==> config.mk <==
export PLATFORM = sky130hd
export DESIGN_NAME = vec_int_ctrl
export DESIGN_NICKNAME = d
export VERILOG_FILES = /design/src/rtl/vic_pkg.sv /design/src/rtl/vic_datapath.sv /design/src/rtl/vic_control.sv /design/src/rtl/vec_int_ctrl.sv
export SDC_FILE = /design/constraint.sdc
export NUM_CORES = 1
export LEC_CHECK = 0
export BUFFER_PORTS_ARGS = -buffer_cell sky130_fd_sc_hd__clkbuf_2
export CORE_ASPECT_RATIO = 1.1
export CORE_MARGIN = 3
export CORE_UTILIZATION = 50
export CTS_BUF_LIST = sky130_fd_sc_hd__clkbuf_8
export DETAILED_ROUTE_END_ITERATION = 6
export PLACE_DENSITY = 0.8
export SYNTH_ARGS = -nofsm -noshare
export SYNTH_HDL_FRONTEND = slang
export SYNTH_SLANG_ARGS = --single-unit
export TNS_END_PERCENT = 5
==> constraint.sdc <==
create_clock -name clk -period 1.25 [get_ports clk]
set_input_delay 0.125 -clock clk [delete_from_list [all_inputs] [get_ports clk]]
set_output_delay 0.125 -clock clk [all_outputs]
set_load 0.05 [all_outputs]
==> src/rtl/vic_pkg.sv <==
package vic_pkg;

  typedef enum logic {
    ST_IDLE = 1'b0,
    ST_REQ  = 1'b1
  } ctlState_t;

  // strobes from the control to the datapath
  typedef struct packed {
    logic grantLoad;   // capture the winning source index
    logic grantClear;  // clear the flag of the held grant
    logic vecShow;     // present the held grant's vector address
  } vicStrobe_t;

endpackage

==> src/rtl/vic_datapath.sv <==
module vic_datapath
  import vic_pkg::*;
#(
  parameter int                 NUM_SRC   = 8,
  parameter int                 ADDR_W    = 16,
  parameter int                 IO_AW     = 8,
  parameter logic [ADDR_W-1:0]  VEC_BASE  = 16'h7FF0,
  parameter logic [ADDR_W-1:0]  RESET_VEC = 16'h7FFF,
  parameter logic [IO_AW-1:0]   FLAG_ADDR = 8'h39,
  parameter logic [IO_AW-1:0]   MASK_ADDR = 8'h38,
  localparam int                IDX_W     = $clog2(NUM_SRC)
) (
  input  logic               clk,
  input  logic               rstN,
  input  logic [IO_AW-1:0]   ioAddr,
  input  logic [NUM_SRC-1:0] ioWrData,
  input  logic               ioWe,
  output logic [NUM_SRC-1:0] ioRdData,
  input  logic [NUM_SRC-1:0] evtIn,
  input  vicStrobe_t         strb,
  output logic               pendAny,
  output logic [ADDR_W-1:0]  vecAddr
);

  logic [NUM_SRC-1:0] flagQ;
  logic [NUM_SRC-1:0] flagNext;
  logic [NUM_SRC-1:0] maskQ;
  logic [NUM_SRC-1:0] evtPrevQ;
  logic [NUM_SRC-1:0] evtSet;
  logic [NUM_SRC-1:0] clrMask;
  logic [NUM_SRC-1:0] gated;
  logic               flagWrEn;
  logic               maskWrEn;
  logic [IDX_W-1:0]   pendIdx;
  logic [IDX_W-1:0]   grantQ;

  assign flagWrEn = ioWe && (ioAddr == FLAG_ADDR);
  assign maskWrEn = ioWe && (ioAddr == MASK_ADDR);

  // rising-edge detection, suppressed while reset is held
  assign evtSet = evtIn & ~evtPrevQ & {NUM_SRC{rstN}};

  always_ff @(posedge clk) begin
    if (!rstN) evtPrevQ <= '0;
    else       evtPrevQ <= evtIn;
  end

  assign clrMask = strb.grantClear ? (NUM_SRC'(1) << grantQ) : '0;

  // per-bit flag update: event set beats any clear
  for (genvar b = 0; b < NUM_SRC; b++) begin : g_flag
    assign flagNext[b] = evtSet[b] | (~clrMask[b] & (flagWrEn ? ioWrData[b] : flagQ[b]));
  end

  // pending flags carry no reset on purpose
  always_ff @(posedge clk) begin
    flagQ <= flagNext;
  end

  always_ff @(posedge clk) begin
    if (!rstN)         maskQ <= '0;
    else if (maskWrEn) maskQ <= ioWrData;
  end

  assign gated   = flagQ & maskQ;
  assign pendAny = |gated;

  // fixed priority: lowest index wins
  always_comb begin
    pendIdx = '0;
    for (int i = NUM_SRC - 1; i >= 0; i--) begin
      if (gated[i]) pendIdx = IDX_W'(i);
    end
  end

  always_ff @(posedge clk) begin
    if (!rstN)               grantQ <= '0;
    else if (strb.grantLoad) grantQ <= pendIdx;
  end

  assign vecAddr = strb.vecShow ? (VEC_BASE + {{(ADDR_W-IDX_W){1'b0}}, grantQ}) : RESET_VEC;

  always_comb begin
    ioRdData = '0;
    if (ioAddr == FLAG_ADDR)      ioRdData = flagQ;
    else if (ioAddr == MASK_ADDR) ioRdData = maskQ;
  end

  // ---------------- assertions ----------------
  p_vec_legal_r11: assert property (@(posedge clk) disable iff (!rstN)
    (vecAddr == RESET_VEC) ||
    ((vecAddr >= VEC_BASE) && (vecAddr < VEC_BASE + ADDR_W'(NUM_SRC))));

  p_vec_hold_r7: assert property (@(posedge clk) disable iff (!rstN)
    (strb.vecShow && !strb.grantClear) |=> $stable(vecAddr));

  p_ack_clears_r9: assert property (@(posedge clk) disable iff (!rstN)
    (strb.grantClear && !evtSet[grantQ]) |=> !flagQ[$past(grantQ)]);

  p_evt_sets_r2: assert property (@(posedge clk) disable iff (!rstN)
    (|evtSet) |=> ((flagQ & $past(evtSet)) == $past(evtSet)));

  p_prio_r6: assert property (@(posedge clk) disable iff (!rstN)
    pendAny |-> (gated[pendIdx] &&
                 ((gated & ((NUM_SRC'(1) << pendIdx) - NUM_SRC'(1))) == '0)));

endmodule

==> src/rtl/vic_control.sv <==
module vic_control
  import vic_pkg::*;
(
  input  logic       clk,
  input  logic       rstN,
  input  logic       pendAny,
  input  logic       gie,
  input  logic       irqAck,
  output vicStrobe_t strb,
  output logic       irqReq
);

  ctlState_t stateQ;
  ctlState_t stateNext;

  always_comb begin
    stateNext       = stateQ;
    strb.grantLoad  = 1'b0;
    strb.grantClear = 1'b0;
    unique case (stateQ)
      ST_IDLE: begin
        if (gie && pendAny) begin
          strb.grantLoad = 1'b1;
          stateNext      = ST_REQ;
        end
      end
      ST_REQ: begin
        if (gie && irqAck) begin
          strb.grantClear = 1'b1;
          stateNext       = ST_IDLE;
        end
      end
      default: stateNext = ST_IDLE;
    endcase
  end

  assign strb.vecShow = (stateQ == ST_REQ);
  assign irqReq       = (stateQ == ST_REQ) && gie;

  always_ff @(posedge clk) begin
    if (!rstN) stateQ <= ST_IDLE;
    else       stateQ <= stateNext;
  end

  // ---------------- assertions ----------------
  p_req_needs_gie_r10: assert property (@(posedge clk) disable iff (!rstN)
    irqReq |-> gie);

  p_grant_needs_pend_r5: assert property (@(posedge clk) disable iff (!rstN)
    strb.grantLoad |-> (pendAny && gie));

  p_req_after_grant_r5: assert property (@(posedge clk) disable iff (!rstN)
    strb.grantLoad |=> strb.vecShow);

  p_release_r9: assert property (@(posedge clk) disable iff (!rstN)
    (irqReq && irqAck) |=> !strb.vecShow);

endmodule

==> src/rtl/vec_int_ctrl.sv <==
module vec_int_ctrl
  import vic_pkg::*;
#(
  parameter int                 NUM_SRC   = 8,
  parameter int                 ADDR_W    = 16,
  parameter int                 IO_AW     = 8,
  parameter logic [ADDR_W-1:0]  VEC_BASE  = 16'h7FF0,
  parameter logic [ADDR_W-1:0]  RESET_VEC = 16'h7FFF,
  parameter logic [IO_AW-1:0]   FLAG_ADDR = 8'h39,
  parameter logic [IO_AW-1:0]   MASK_ADDR = 8'h38
) (
  input  logic               clk,
  input  logic               rstN,
  input  logic [IO_AW-1:0]   ioAddr,
  input  logic [NUM_SRC-1:0] ioWrData,
  input  logic               ioWe,
  output logic [NUM_SRC-1:0] ioRdData,
  input  logic [NUM_SRC-1:0] evtIn,
  input  logic               gie,
  input  logic               irqAck,
  output logic               irqReq,
  output logic [ADDR_W-1:0]  vecAddr
);

  vicStrobe_t strb;
  logic       pendAny;

  vic_control ctl_i (
    .clk     (clk),
    .rstN    (rstN),
    .pendAny (pendAny),
    .gie     (gie),
    .irqAck  (irqAck),
    .strb    (strb),
    .irqReq  (irqReq)
  );

  vic_datapath #(
    .NUM_SRC   (NUM_SRC),
    .ADDR_W    (ADDR_W),
    .IO_AW     (IO_AW),
    .VEC_BASE  (VEC_BASE),
    .RESET_VEC (RESET_VEC),
    .FLAG_ADDR (FLAG_ADDR),
    .MASK_ADDR (MASK_ADDR)
  ) dp_i (
    .clk      (clk),
    .rstN     (rstN),
    .ioAddr   (ioAddr),
    .ioWrData (ioWrData),
    .ioWe     (ioWe),
    .ioRdData (ioRdData),
    .evtIn    (evtIn),
    .strb     (strb),
    .pendAny  (pendAny),
    .vecAddr  (vecAddr)
  );

endmodule

# == Word level (Yosys, flattened, before mapping) ==
# Index checks and enable logic that the tools add are counted.
# totals
elab_cells,70
output_inout_bits,25
in_bits,29
regBits,28
# op_classes
shifts,1
mux,26
n_reduce_logical,6
add_sub_neg,1
bitwise_logic,29
n_eq_ne,2
# op_table
operator,n
AND 8 bit,3
2-to-1 mux 3 bit,8
2-to-1 mux 8 bit,3
"adder 15 x 3 -> 16 bit, first input constant",1
"equality test 8 x 6 -> 1 bit, second input constant",2
2-to-1 mux 16 bit,1
2-to-1 mux 1 bit,13
inverter 1 bit,9
AND 1 bit,8
inverter 8 bit,1
OR 1 bit,8
OR reduction 8 bit,1
"left shift 1 x 3 -> 8 bit, first input constant",1
logical AND 1 bit,5
case mux 1 bit (2 select lines),1

# == Depth between registers and ports, before layout ==
# depth
ltp_word,9
mapped_depth,4

# == Modules after synthesis ==
# Synthesis repeated with hierarchy kept, for this count alone.
# hier_totals
hier_cells,165
hier_area_um2,1450.1
# by_module_without_submodules
mod,cells_each,seq_area_each_um2,instances,area_per_inst_um2
vic_datapath,158,540.5,1,1383.8
vic_control,7,20.0,1,66.3

# == Worst setup path after synthesis ==
# Ideal clock, no wire load.
# synth_path
kind,input-to-output
start,input ioAddr[6]
end,output ioRdData[0]
required_ns,1.125
slack_ns,-0.122
stages,4
arrival_time_ns,1.247
cell_sequence,and4bb_2 and3_1 buf_2 a22o_1
# synth_via
elab_chain_len,3
word_cells_on_any_way,4
# synth_rtl
item,line,rtl
"start, declared",vec_int_ctrl.sv:14,"input logic [IO_AW-1:0] ioAddr,"
equality test 8 x 6 -> 1 bit,vic_datapath.sv:86,else if (ioAddr == MASK_ADDR) ioRdData = maskQ;
2-to-1 mux 8 bit,vic_datapath.sv:86,
2-to-1 mux 8 bit (*),vic_datapath.sv:85,if (ioAddr == FLAG_ADDR) ioRdData = flagQ;
"end, declared",vec_int_ctrl.sv:17,"output logic [NUM_SRC-1:0] ioRdData,"
# Every way passes the cells marked *; elsewhere a longest branch is shown, timed or not.

# == Final worst setup path ==
# layout_path
start,input ioAddr[6]
end,output ioRdData[2]
# The elaborated chain is that of the path after synthesis.

==> flow_summary.yaml <==
cts:
  h-tree-depth: 1
  root_buffer: "clkbuf_8"
  cts_buffer_depth: 2
  clkTransAtPathRegs_ns: 0.09
  cts_setup_buffers: 0
  cts_buffers: 3
  cts_sinks: 28
  clk_latency_ns: 0.27
  tritoncts: "built"
placed_design:
  gp_congestion: 0.898
  post-place-ws_ns: -0.138
  place_area_mm2: 0.00188
  dpl.hpwl_mm: 2.81
  portBuffers: 41
global_route:
  track_usage: 0.198
  grt_pass1_vias: 1283
  overflow: 0
  grt_max_degree: 19
  grt_pass1_wl_mm: 5.67
  antenna_found_initial: 0
power:
  seq_power_share: 0.546
  powerDensity_mw_per_mm2: 836
  p_comb_frac: 0.133
  p_clk_frac: 0.322
  p_leak_nw: 1.01
  power.switching_mw: 0.411
  internal_power_mw: 1.26
  netSwitchingFraction: 0.246
  ir_worst_vdd_mv: 1.05
logic_synthesis:
  ys.warnings.count: 0
  synth_most_common_cell: "dfxtp_1"
  synth-seq-cells: 28
  synth.area.top_cells: "dfxtp_1 (38%), mux2i_1 (11%), buf_4 (6.2%), nand2_1 (5.4%), a22o_1 (4.2%)"
  syn_inst: 157
  ys.flop_type: "dfxtp_1"
  ys_seq_area_frac: 0.385
  synthDominantCellAreaShare: 0.385
  ys_async_sr_fraction: 0
  ys_types: 37
  yosysTopAreaCell: "dfxtp_1"
  synth_edf_count: 0
  syn_area_mm2: 0.00146
  avgSynthCellArea_um2: 9.28
  yosys-top-cells-count: "dfxtp_1 (28), nand2_1 (21), mux2i_1 (16)"
detailed_routing:
  via_count: 1327
  viasPerCell: 5.42
  drc: 0
  first_pass_iters: 4
  first_iter_violations: 36
  routed_wl_mm: 3.63
  postRouteAntennaNets: 0
  wire_per_inst_um: 14.8
floorplan:
  dieHeight_um: 62.6
  rows: 19
  die_w_um: 57.5
  core-area_mm2: 0.00264
  initial_core_util: 0.552
  ioPinCount: 54
  dieArea_mm2: 0.00360
outcome:
  status: "finished with violations"
  violations: "setup timing"
sta:
  final.setup.tns_ns: -0.254
  fin_crit_sh: 1.05
  setup_slack_ns: -0.0618
  slew_violations: 0
  fmax_mhz: 762
  period_minus_slack_ns: 1.31
  setup_violations: 6
  finClkSkew_ns: 0.00504
  rsz0062_at_grt: "yes"
  hold_viol_final: 0
critical_path:
  worstPathArrival_ns: 1.19
  worstPathMaxFanout: 8
  critical_path_class: "primary input to output port"
  critPathRequiredTime_ns: 1.12
  max_stage_delay_ns: 0.32
  r2r_cells: 4
  cp_cell_sequence: "clkbuf_2 -> and4bb_2 -> nand2_2 -> nor2_2 -> buf_6 -> a22o_1 -> buf_12"
  cp-start-kind: "primary input"
  endpoint_kind: "output port"
  slowest_stage: "and4bb_2"
  r2r_start: "dp_i.maskQ[2]$_SDFFE_PN0P_"
  r2r-end: "ctl_i.stateQ$_SDFF_PN0_"
  r2r_slack_ns: 0.03
finish:
  nets: 244
  diodes: 0
  finalInstanceArea_mm2: 0.00200
  area_growth_pct: 37.3
  multi_input_area_um2: 831
  fill_cells: 183
  final-seq-area_um2: 577
  drive_gt1_frac: 0.416
run:
  cap_viol_max_count: 0
min_path:
  whs_endpoint: "dp_i.evtPrevQ[0]$_SDFF_PN0_"
  hp-class: "primary input to flip-flop"
  hp-start: "evtIn[0]"
  holdPathStages: 3
[power by group through the flow]
stage	registers [mW]	logic (mW)	clock network, mW
final	0.912	0.221	0.538
after global routing	0.913	0.237	0.586
after global placement	0.934	0.209	0
after detailed placement	0.935	0.215	0
after CTS	0.914	0.217	0.545
after floorplan	0.933	0.160	0
[routing by layer]
metal,vias up,part of all wire,GRT usage
li1,651,-,-
met1,611,0.40,0.232
met2,57,0.52,0.356
met3,8,0.056,0.0248
met4,0,0.019,0.0754
met5,-,0,0
[flip-flops by register name, summed over array words and instances, names as in the netlist]
signal and cells:
dp_i.flagQ 8, dp_i.maskQ 8, dp_i.grantQ 3, dp_i.evtPrevQ 8, ctl_i.stateQ 1
[worst max-delay path by stage]
stage                   start          end  slack, ns
floorplan           ioAddr[6]  ioRdData[1]      -0.12
global placement    ioAddr[6]  ioRdData[6]      -0.08
detailed placement  ioAddr[6]  ioRdData[1]      -0.14
CTS                 ioAddr[6]  ioRdData[6]      -0.02
global route        ioAddr[1]  ioRdData[2]      -0.11
finish              ioAddr[6]  ioRdData[2]      -0.06
[what timing repair did]
item / 4_1_cts / 5_1_grt
pin swaps: 2 / 4
hold buffers: 0 / 0
setup endpoints to repair: 10 / 18
hold endpoints to repair: 0 / 0
gates resized for setup: 7 / 19
[cell type report]
class                   instances  area share
multi-input cells             115       0.416
well taps                      31      0.0194
flip-flops and latches         28       0.288
repair buffers                 58       0.232
clock buffers                   4      0.0275
inverters                       9      0.0169
[cell families (layout without fill, tap and decap cells)]
logic type / Yosys count / in the layout / share of synthesized area
AND/OR/NAND/NOR: 55 / 55 / 0.231
AO/OA/AOI/OAI: 32 / 32 / 0.172
multiplexers: 16 / 16 / 0.110
buffers and inverters: 24 / 71 / 0.0971
other: 2 / 12 / 0.00516
flip-flops: 28 / 28 / 0.385
[worst max-delay path: cells and delay by family]
family                 cells  cell delay [ns]
AND/OR/NAND/NOR            3             0.49
AO/OA/AOI/OAI              1             0.19
buffers and inverters      3             0.38
[cell usage in the layout, fill, tap and decap left out, types with 3 or more instances in the layout]
cell and instances:
mux2i_1 16, nand2b_1 5, dfxtp_1 17, nor2b_1 8, dfxtp_2 10, nand2_1 19, buf_12 8, nor2_1 7
a22o_1 5, clkbuf_4 3, clkbuf_8 4, inv_1 9, clkbuf_2 30, buf_4 16, conb_1 12, o22ai_1 9
[through the flow]
stage          std cells   util  hold slack [ns]  total power, mW
6_report             245  0.758           0.0542             1.67
5_1_grt              245  0.758           0.0729             1.74
4_1_cts              245  0.742           0.0600             1.68
3_5_place_dp         241  0.712            0.337             1.15
3_3_place_gp         241  0.712            0.326             1.14
2_1_floorplan        167      -            0.238             1.09
Note: power is estimated with default switching activity, not from simulation.
